$ cat config.mk
export PLATFORM = sky130hd
export DESIGN_NAME = raster_line_tracker
export DESIGN_NICKNAME = d
export VERILOG_FILES = /design/src/rtl/raster_line_pkg.sv /design/src/rtl/raster_line_counter.sv /design/src/rtl/raster_line_compare.sv /design/src/rtl/raster_line_irq.sv /design/src/rtl/raster_line_tracker.sv
export SDC_FILE = /design/constraint.sdc
export NUM_CORES = 1
export LEC_CHECK = 0
export ABC_AREA = 0
export BUFFER_PORTS_ARGS = -buffer_cell sky130_fd_sc_hd__buf_2
export CORE_UTILIZATION = 45
export CTS_CLUSTER_DIAMETER = 120
export CTS_CLUSTER_SIZE = 25
export DETAILED_ROUTE_END_ITERATION = 8
export GPL_ROUTABILITY_DRIVEN = 0
export PLACE_DENSITY = 0.7
export SYNTH_ARGS = -nofsm -noshare
export SYNTH_HDL_FRONTEND = slang
export SYNTH_HIERARCHICAL = 1
export SYNTH_SLANG_ARGS = --single-unit
$ cat constraint.sdc
create_clock -name clk -period 2.9 [get_ports clk]
set_input_delay 0.435 -clock clk [delete_from_list [all_inputs] [get_ports clk]]
set_output_delay 0.435 -clock clk [all_outputs]
set_load 0.1 [all_outputs]
$ cat src/rtl/raster_line_pkg.sv
package raster_line_pkg;

   // what the line/dot counter does on a given cycle
   typedef enum logic [1:0] {
      STEP_HOLD    = 2'd0,
      STEP_DOT     = 2'd1,
      STEP_NEWLINE = 2'd2,
      STEP_CLEAR   = 2'd3
   } line_step_e;

   function automatic int unsigned bits_for(input int unsigned n);
      return (n <= 1) ? 1 : $clog2(n);
   endfunction

endpackage

$ cat src/rtl/raster_line_counter.sv
module raster_line_counter
   import raster_line_pkg::*;
#(
   parameter int unsigned DOTS_PER_LINE   = 456,
   parameter int unsigned LINES_PER_FRAME = 154,
   parameter int unsigned LINE_W          = 8
) (
   input  logic              clk,
   input  logic              rst_n,
   input  logic              dot_en,
   input  logic              ctrl_wr,
   input  logic              ctrl_disp_on,
   output logic [LINE_W-1:0] line_q_o,
   output logic [LINE_W-1:0] line_d_o
);

   localparam int unsigned       DOT_W     = bits_for(DOTS_PER_LINE);
   localparam logic [DOT_W-1:0]  DOT_LAST  = DOT_W'(DOTS_PER_LINE - 1);
   localparam logic [LINE_W-1:0] LINE_LAST = LINE_W'(LINES_PER_FRAME - 1);

   if (DOTS_PER_LINE < 2) begin : g_bad_dots
      $error("raster_line_counter: DOTS_PER_LINE must be at least 2");
   end
   if (LINES_PER_FRAME < 2 || LINES_PER_FRAME > (1 << LINE_W)) begin : g_bad_lines
      $error("raster_line_counter: LINES_PER_FRAME must fit in LINE_W bits");
   end

   logic [DOT_W-1:0]  dot_q, dot_d;
   logic [LINE_W-1:0] line_q, line_d, line_inc;
   logic              disp_q, disp_d;
   line_step_e        step;

   // wrap variant: free overflow when the frame fills the register
   if (LINES_PER_FRAME == (1 << LINE_W)) begin : g_wrap_pow2
      assign line_inc = line_q + 1'b1;
   end else begin : g_wrap_cmp
      assign line_inc = (line_q == LINE_LAST) ? '0 : line_q + 1'b1;
   end

   always_comb begin
      if (ctrl_wr && ctrl_disp_on) begin
         step = STEP_CLEAR;
      end else if (disp_q && dot_en) begin
         step = (dot_q == DOT_LAST) ? STEP_NEWLINE : STEP_DOT;
      end else begin
         step = STEP_HOLD;
      end
   end

   always_comb begin
      dot_d  = dot_q;
      line_d = line_q;
      unique case (step)
         STEP_CLEAR: begin
            dot_d  = '0;
            line_d = '0;
         end
         STEP_NEWLINE: begin
            dot_d  = '0;
            line_d = line_inc;
         end
         STEP_DOT: begin
            dot_d = dot_q + 1'b1;
         end
         default: begin
            dot_d  = dot_q;
            line_d = line_q;
         end
      endcase
   end

   assign disp_d = ctrl_wr ? ctrl_disp_on : disp_q;

   always_ff @(posedge clk) begin
      if (!rst_n) begin
         dot_q  <= '0;
         line_q <= '0;
         disp_q <= 1'b0;
      end else begin
         dot_q  <= dot_d;
         line_q <= line_d;
         disp_q <= disp_d;
      end
   end

   assign line_q_o = line_q;
   assign line_d_o = line_d;

endmodule

$ cat src/rtl/raster_line_compare.sv
module raster_line_compare #(
   parameter int unsigned LINE_W = 8
) (
   input  logic              clk,
   input  logic              rst_n,
   input  logic              cmp_wr,
   input  logic [LINE_W-1:0] cmp_wdata,
   input  logic [LINE_W-1:0] line_d_i,
   output logic [LINE_W-1:0] cmp_q_o,
   output logic              coinc_d_o,
   output logic              coinc_q_o
);

   logic [LINE_W-1:0] cmp_q, cmp_d;
   logic              coinc_q;

   assign cmp_d     = cmp_wr ? cmp_wdata : cmp_q;
   // compare next-state values so flag, line and compare value change together
   assign coinc_d_o = (line_d_i == cmp_d);

   always_ff @(posedge clk) begin
      if (!rst_n) begin
         cmp_q   <= '0;
         coinc_q <= 1'b1;
      end else begin
         cmp_q   <= cmp_d;
         coinc_q <= coinc_d_o;
      end
   end

   assign cmp_q_o   = cmp_q;
   assign coinc_q_o = coinc_q;

endmodule

$ cat src/rtl/raster_line_irq.sv
module raster_line_irq (
   input  logic clk,
   input  logic rst_n,
   input  logic coinc_d_i,
   input  logic irq_en_i,
   output logic irq_o
);

   logic cond_d, cond_q, irq_q;

   assign cond_d = coinc_d_i & irq_en_i;

   always_ff @(posedge clk) begin
      if (!rst_n) begin
         cond_q <= 1'b0;
         irq_q  <= 1'b0;
      end else begin
         cond_q <= cond_d;
         irq_q  <= cond_d & ~cond_q;
      end
   end

   assign irq_o = irq_q;

endmodule

$ cat src/rtl/raster_line_tracker.sv
module raster_line_tracker #(
   parameter int unsigned DOTS_PER_LINE   = 456,
   parameter int unsigned LINES_PER_FRAME = 154,
   parameter int unsigned LINE_W          = 8
) (
   input  logic              clk,
   input  logic              rst_n,
   input  logic              dot_en,
   input  logic              ctrl_wr,
   input  logic              ctrl_disp_on,
   input  logic              cmp_wr,
   input  logic [LINE_W-1:0] cmp_wdata,
   input  logic              line_wr,
   input  logic [LINE_W-1:0] line_wdata,
   input  logic              cmp_irq_en,
   output logic [LINE_W-1:0] line_o,
   output logic [LINE_W-1:0] cmp_value_o,
   output logic              coinc_o,
   output logic              irq_o
);

   logic [LINE_W-1:0] line_d;
   logic              coinc_d;

   // the line register is read-only; bus writes are dropped here
   logic unused_line_write;
   assign unused_line_write = line_wr ^ (^line_wdata);

   raster_line_counter #(
      .DOTS_PER_LINE  (DOTS_PER_LINE),
      .LINES_PER_FRAME(LINES_PER_FRAME),
      .LINE_W         (LINE_W)
   ) counter_i (
      .clk         (clk),
      .rst_n       (rst_n),
      .dot_en      (dot_en),
      .ctrl_wr     (ctrl_wr),
      .ctrl_disp_on(ctrl_disp_on),
      .line_q_o    (line_o),
      .line_d_o    (line_d)
   );

   raster_line_compare #(
      .LINE_W(LINE_W)
   ) compare_i (
      .clk      (clk),
      .rst_n    (rst_n),
      .cmp_wr   (cmp_wr),
      .cmp_wdata(cmp_wdata),
      .line_d_i (line_d),
      .cmp_q_o  (cmp_value_o),
      .coinc_d_o(coinc_d),
      .coinc_q_o(coinc_o)
   );

   raster_line_irq irq_i (
      .clk      (clk),
      .rst_n    (rst_n),
      .coinc_d_i(coinc_d),
      .irq_en_i (cmp_irq_en),
      .irq_o    (irq_o)
   );

endmodule

Word level (Yosys, flattened, before mapping) --
Cells that the tools add are included.
Word-level totals: register bits 29, word-level logic and storage cells 29
Cells by class: add/sub/neg operators 2, eq/ne operators 6, muxes and demuxes 7, bitwise gates (word level) 3, reduce and logical (&&, ||, !) cells 4
Operators by type and width (number):
- $pmux 9 s2 | 1
- $mux 8 | 2
- $pmux 8 s2 | 1
- $add 9x1->9 const B | 1
- $eq 9x9->1 const B | 1
- $add 8x1->8 const B | 1
- $eq 8x8->1 | 1
- $eq 8x8->1 const B | 1
- $mux 2 | 3
- $eq 2x2->1 const B | 2
- $and 1x1->1 | 2
- $eq 2x1->1 const B | 1
- $logic_and 1x1->1 | 2
- $reduce_bool 2->1 | 1
- $reduce_or 2->1 | 1
- $not 1->1 | 1

Longest topological paths before layout --
depth after elaboration 9, gate-level depth with buffers 10

Cells and area by module --
The synthesis kept the hierarchy.
Modules (own cells, without submodules):
- raster_line_counter | instances 1, cells each 130, area an instance 1076.0 µm², sequential area each 360.3 µm²
- raster_line_compare | instances 1, cells each 38, area an instance 422.9 µm², sequential area each 180.2 µm²
- raster_line_irq | instances 1, cells each 4, area an instance 56.3 µm², sequential area each 40.0 µm²

Least setup slack after synthesis --
OpenSTA, ideal clock, no wires.
kind register to register, from register counter_i.line_q[0] (netlist: counter_i/line_q_o[0]), to register irq_i.irq_q (netlist: irq_i/irq_o), arrival 2566 ps, setup slack 218 ps, cell stages (with the launch flop) 10, path buffers 0, cell sequence dfxtp_1 > ha_1 > and4b_1 > nand2_1 > a221o_1 > and2_1 > xor2_1 > nand4_1 > nor2_1 > and4b_1
On the way: word-level cells in the longest chain between the ends 6
Ends and longest elaborated chain:
- start, declared | RTL line raster_line_counter.sv:29 | logic [LINE_W-1:0] line_q, line_d, line_inc;
- start signal, assigned | RTL line raster_line_counter.sv:81 | line_q <= line_d;
- $add 8x1->8 / $eq 8x8->1 (equally long branches) | RTL line raster_line_counter.sv:37 | assign line_inc = (line_q == LINE_LAST) ? '0 : line_q + 1'b1;
- $mux 8 (*) | RTL line raster_line_counter.sv:37
- $pmux 8 s2 (*) | RTL line raster_line_counter.sv:53 | unique case (step)
- net line_d[4] | RTL line raster_line_tracker.sv:22 | logic [LINE_W-1:0] line_d;
- $eq 8x8->1 (*) | RTL line raster_line_compare.sv:19 | assign coinc_d_o = (line_d_i == cmp_d);
- net coinc_d | RTL line raster_line_tracker.sv:23 | logic coinc_d;
- $and 1x1->1 (*) | RTL line raster_line_irq.sv:11 | assign cond_d = coinc_d_i & irq_en_i;
- $and 1x1->1 (*) | RTL line raster_line_irq.sv:19 | irq_q <= cond_d & ~cond_q;
- end signal, assigned | RTL line raster_line_irq.sv:19
- end, declared | RTL line raster_line_irq.sv:9 | logic cond_d, cond_q, irq_q;
Mark *: on every way through the listed nets, which the timed path passes. The rest lies on a longest branch. A chain may end at the register's enable or synchronous reset.

Worst setup path after layout --
from register counter_i.dot_q[0], to register irq_i.irq_q (netlist: irq_i/irq_o)
On the way: word-level cells in the longest chain between the ends 9
Ends and longest elaborated chain:
- start, declared | RTL line raster_line_counter.sv:28 | logic [DOT_W-1:0] dot_q, dot_d;
- start signal, assigned | RTL line raster_line_counter.sv:80 | dot_q <= dot_d;
- $eq 9x9->1 (*) | RTL line raster_line_counter.sv:44 | step = (dot_q == DOT_LAST) ? STEP_NEWLINE : STEP_DOT;
- $mux 2 (*) | RTL line raster_line_counter.sv:44
- $mux 2 (*) | RTL line raster_line_counter.sv:43 | end else if (disp_q && dot_en) begin
- $mux 2 (*) | RTL line raster_line_counter.sv:41 | if (ctrl_wr && ctrl_disp_on) begin
- $eq 2x2->1 | RTL line raster_line_counter.sv:53
- $pmux 8 s2 (*) | RTL line raster_line_counter.sv:53
- net line_d[6] | RTL line raster_line_tracker.sv:22
- $eq 8x8->1 (*) | RTL line raster_line_compare.sv:19
- net coinc_d | RTL line raster_line_tracker.sv:23
- $and 1x1->1 (*) | RTL line raster_line_irq.sv:11
- $and 1x1->1 (*) | RTL line raster_line_irq.sv:19
Marks and branches as above.

==> key figures <==
Worst setup path
  • Data arrival, critical path: 2760 ps
  • Setup CP Type: register to register
  • Critical path peak fanout: 8
  • R2R cell count: 9
  • FF-to-FF End: irq_i/irq_o
  • CP Launch Type: register
  • Critical path required time: 3190 ps
  • R2R setup slack: 420 ps
  • RR Startpoint: counter_i/dot_q[0]
  • Critical path endpoint category: register

Finish
  • Most frequent cells in the layout: buf_2, dfxtp_1, nand2_1
  • Fillcell total: ~300
  • Most common cell after layout, fill and taps aside: buf_2
  • Nets@finish: 233
  • Area Growth Syn to Fin: 18.66%
  • Layout cells sized above 1: 0.2222
  • Antenna cells: 0

Pwr
  • Flop pwr share: 0.434
  • Lkg Pwr: 0.0008180 uW
  • Peak VDD IR: 0.2887 mV
  • Pwr/cell area: between 500 and 600 nW/um^2
  • Pwr Total: 947.3 uW
  • Int Pwr: approximately 700 uW
  • Sw Ratio: 0.2578
  • Clock share of power: 0.439
  • Comb power frac: 0.127
  • Switch Pwr: around 240 uW

STA
  • Final WS setup: 423.6 ps
  • Setup violators final: 0
  • Final slew viol count: 0
  • RSZ-0062 raised after global routing: no
  • Slew headroom: 0.6038
  • Final Hold Fails: 0
  • Least-Margin Pin Slew: 579.3 ps
  • Clock skew: around 11 ps
  • Crit share post-route: 0.8539
  • Final min period: 2476 ps
  • Setup TNS: 0 ps
  • Fmax: 0.4038 GHz

CTS
  • Root Driver: clkbuf_4
  • Worst-path clk slew: 100 ps
  • Clock tree sinks: 29
  • Post-CTS setup buffer count: 0
  • Number of buffers created by CTS: 5
  • CTS H-Tree Depth: 2
  • CTS resizes: 0
  • Skew-Pair Late Insertion Delay: between 300 and 400 ps
  • Hold-fix buffers, CTS: 0
  • Clock Tree Buf Depth: 2
  • TritonCTS clock tree: yes

Die
  • DIE AREA: 3695 um^2
  • Starting density of the core: 0.4933
  • Chip width: 60.79 um
  • Rows: 20
  • Core Region: between 3000 and 4000 um^2
  • Die H: 60.79 um
  • Ports: 42

Hold path
  • Hold Path Class: input pin to register
  • Worst Hold Depth: 2
  • Hold endpoint: irq_i/cond_q
  • Hold_sp: cmp_irq_en

Global routing
  • GRT Overall Usage: 0.2076
  • Antenna violations before repair: 0
  • Congestion Overflow GR: 0
  • First-pass GRT wire length: 5.533 mm
  • Largest net degree at the start of global routing: 17
  • Vias in the first global route: 1231

Drt
  • Avg WL per Cell: approximately 14 um
  • DRT Wirelength: 3.456 mm
  • Drt drc: 0
  • Pre-antenna DRT Iters: 4
  • Drt via density: 5.582
  • Met2 WL: 1.580 mm
  • Met3 WL: roughly 170 um
  • Detailed Route Iter0 Violations: 75
  • Vias post-DR: ~1400
  • DR top layer: met4
  • Final ANT Viol Nets: 0
  • Routed length on met1: 1.653 mm

Synth
  • Cell Area, Synth: 1555 um^2
  • Synthesized Nets: 199
  • Asr flop ratio synth: 0
  • Synth Area per Inst: 9.042 um^2
  • YS warnings: 6
  • Top_reg_cell synth: dfxtp_1
  • Synthesized flop and latch total: 29
  • EDFF count, synth: 0
  • Cells after Synth: 172
  • Netlist cell types: between 40 and 50
  • Sequential share of the synthesized area: 0.3733

Placement
  • HPWL Detailed: 2.575 mm
  • Post-place setup slack: 498.4 ps
  • PortBufs: 32

Flow run
  • Max cap viols: 0

Outcome
  • Run status: finished, final reports clean
cell usage after synthesis (all sizes together) (4+ instances only):
master / n / area share
or4: 4 / 0.019
and3: 4 / 0.017
and2: 7 / 0.028
mux2i: 12 / 0.077
dfxtp: 29 / 0.37
nand3: 5 / 0.024
nand2: 16 / 0.039
nand4: 8 / 0.036
nor2: 13 / 0.031
o21ai: 6 / 0.019
a21oi: 9 / 0.029
xor2: 9 / 0.051
and2b: 7 / 0.035
routing by layer:
layer | global-route usage | vias up
li1 | - | 693
met1 | 0.2732 | 669
met2 | 0.3124 | 33
met3 | 0.06397 | 6
met4 | 0.09416 | 0
met5 | 0 | -
through the flow:
| step | util | hold slack [ps] | area (um^2) | cells |
|---|---|---|---|---|
| after floorplan | - | 444.3 | 1555 | 172 |
| after global placement | 0.5528 | 455.6 | 1743 | 243 |
| after detailed placement | 0.5528 | 469.3 | 1743 | 243 |
| after CTS | 0.5853 | 330.8 | 1846 | 251 |
| after global routing | 0.5853 | 330.9 | 1846 | 251 |
| final | 0.5853 | 342.6 | 1846 | 251 |
worst max-delay path: stages (launching register included):
cell	delay, ps
dfxtp_1	380
ha_1	240
and4_1	390
nand3_4	160
or3_1	420
o22ai_1	210
xor2_1	160
nand4_1	150
nor2_1	130
and4b_1	200
kinds of logic (layout without fill, tap and decap cells):
family	count (synthesis)	after routing	share of synthesized area
simple gates	80	80	0.3146
flops	29	29	0.3733
compound gates	28	28	0.1183
xor+xnor	12	12	0.06758
mux	12	12	0.07724
buf+inv	8	43	0.02494
fa+ha+maj	3	3	0.02414
power groups by stage:
| stage | clock network, uW | logic, uW | registers [uW] |
|---|---|---|---|
| 6_report | 415 | 120 | 411 |
| 5_1_grt | 443 | 128 | 413 |
| 4_1_cts | 426 | 121 | 412 |
| 3_5_place_dp | 0 | 120 | 421 |
| 3_3_place_gp | 0 | 119 | 420 |
| 2_1_floorplan | 0 | 39.0 | 476 |
flip-flops by register name, indices dropped and copies added, names as in the netlist:
signal	count
counter_i/dot_q	9
irq_i/cond_q	1
irq_i/irq_o	1
compare_i/cmp_q_o	8
counter_i/disp_q	1
counter_i/line_q_o	8
compare_i/coinc_q_o	1
how the worst max path moves through the flow:
stage / depth (start not counted) / slack [ps] / to / startpoint
after global routing: 9 / 210 / irq_i/irq_o / counter_i/dot_q[0]
final: 9 / 420 / irq_i/irq_o / counter_i/dot_q[0]
after floorplan: 9 / 220 / irq_i/irq_o / counter_i/line_q_o[0]
after global placement: 9 / 530 / irq_i/irq_o / counter_i/dot_q[0]
after CTS: 9 / 460 / irq_i/irq_o / counter_i/dot_q[0]
after detailed placement: 9 / 500 / irq_i/irq_o / counter_i/dot_q[0]
cell type report:
type | count | area, um^2 | area share
Clock buffer | 5 | 37.54 | 0.02034
Multi-Input combinational cell | 135 | 935.9 | 0.5071
Timing Repair Buffer | 32 | 160.2 | 0.08678
Tap cell | 44 | 55.05 | 0.02983
Clock inverter | 3 | 65.06 | 0.03525
Inverter | 3 | 11.26 | 0.006102
Sequential cell | 29 | 580.6 | 0.3146
No activity file was read; power rests on OpenSTA's default activity.
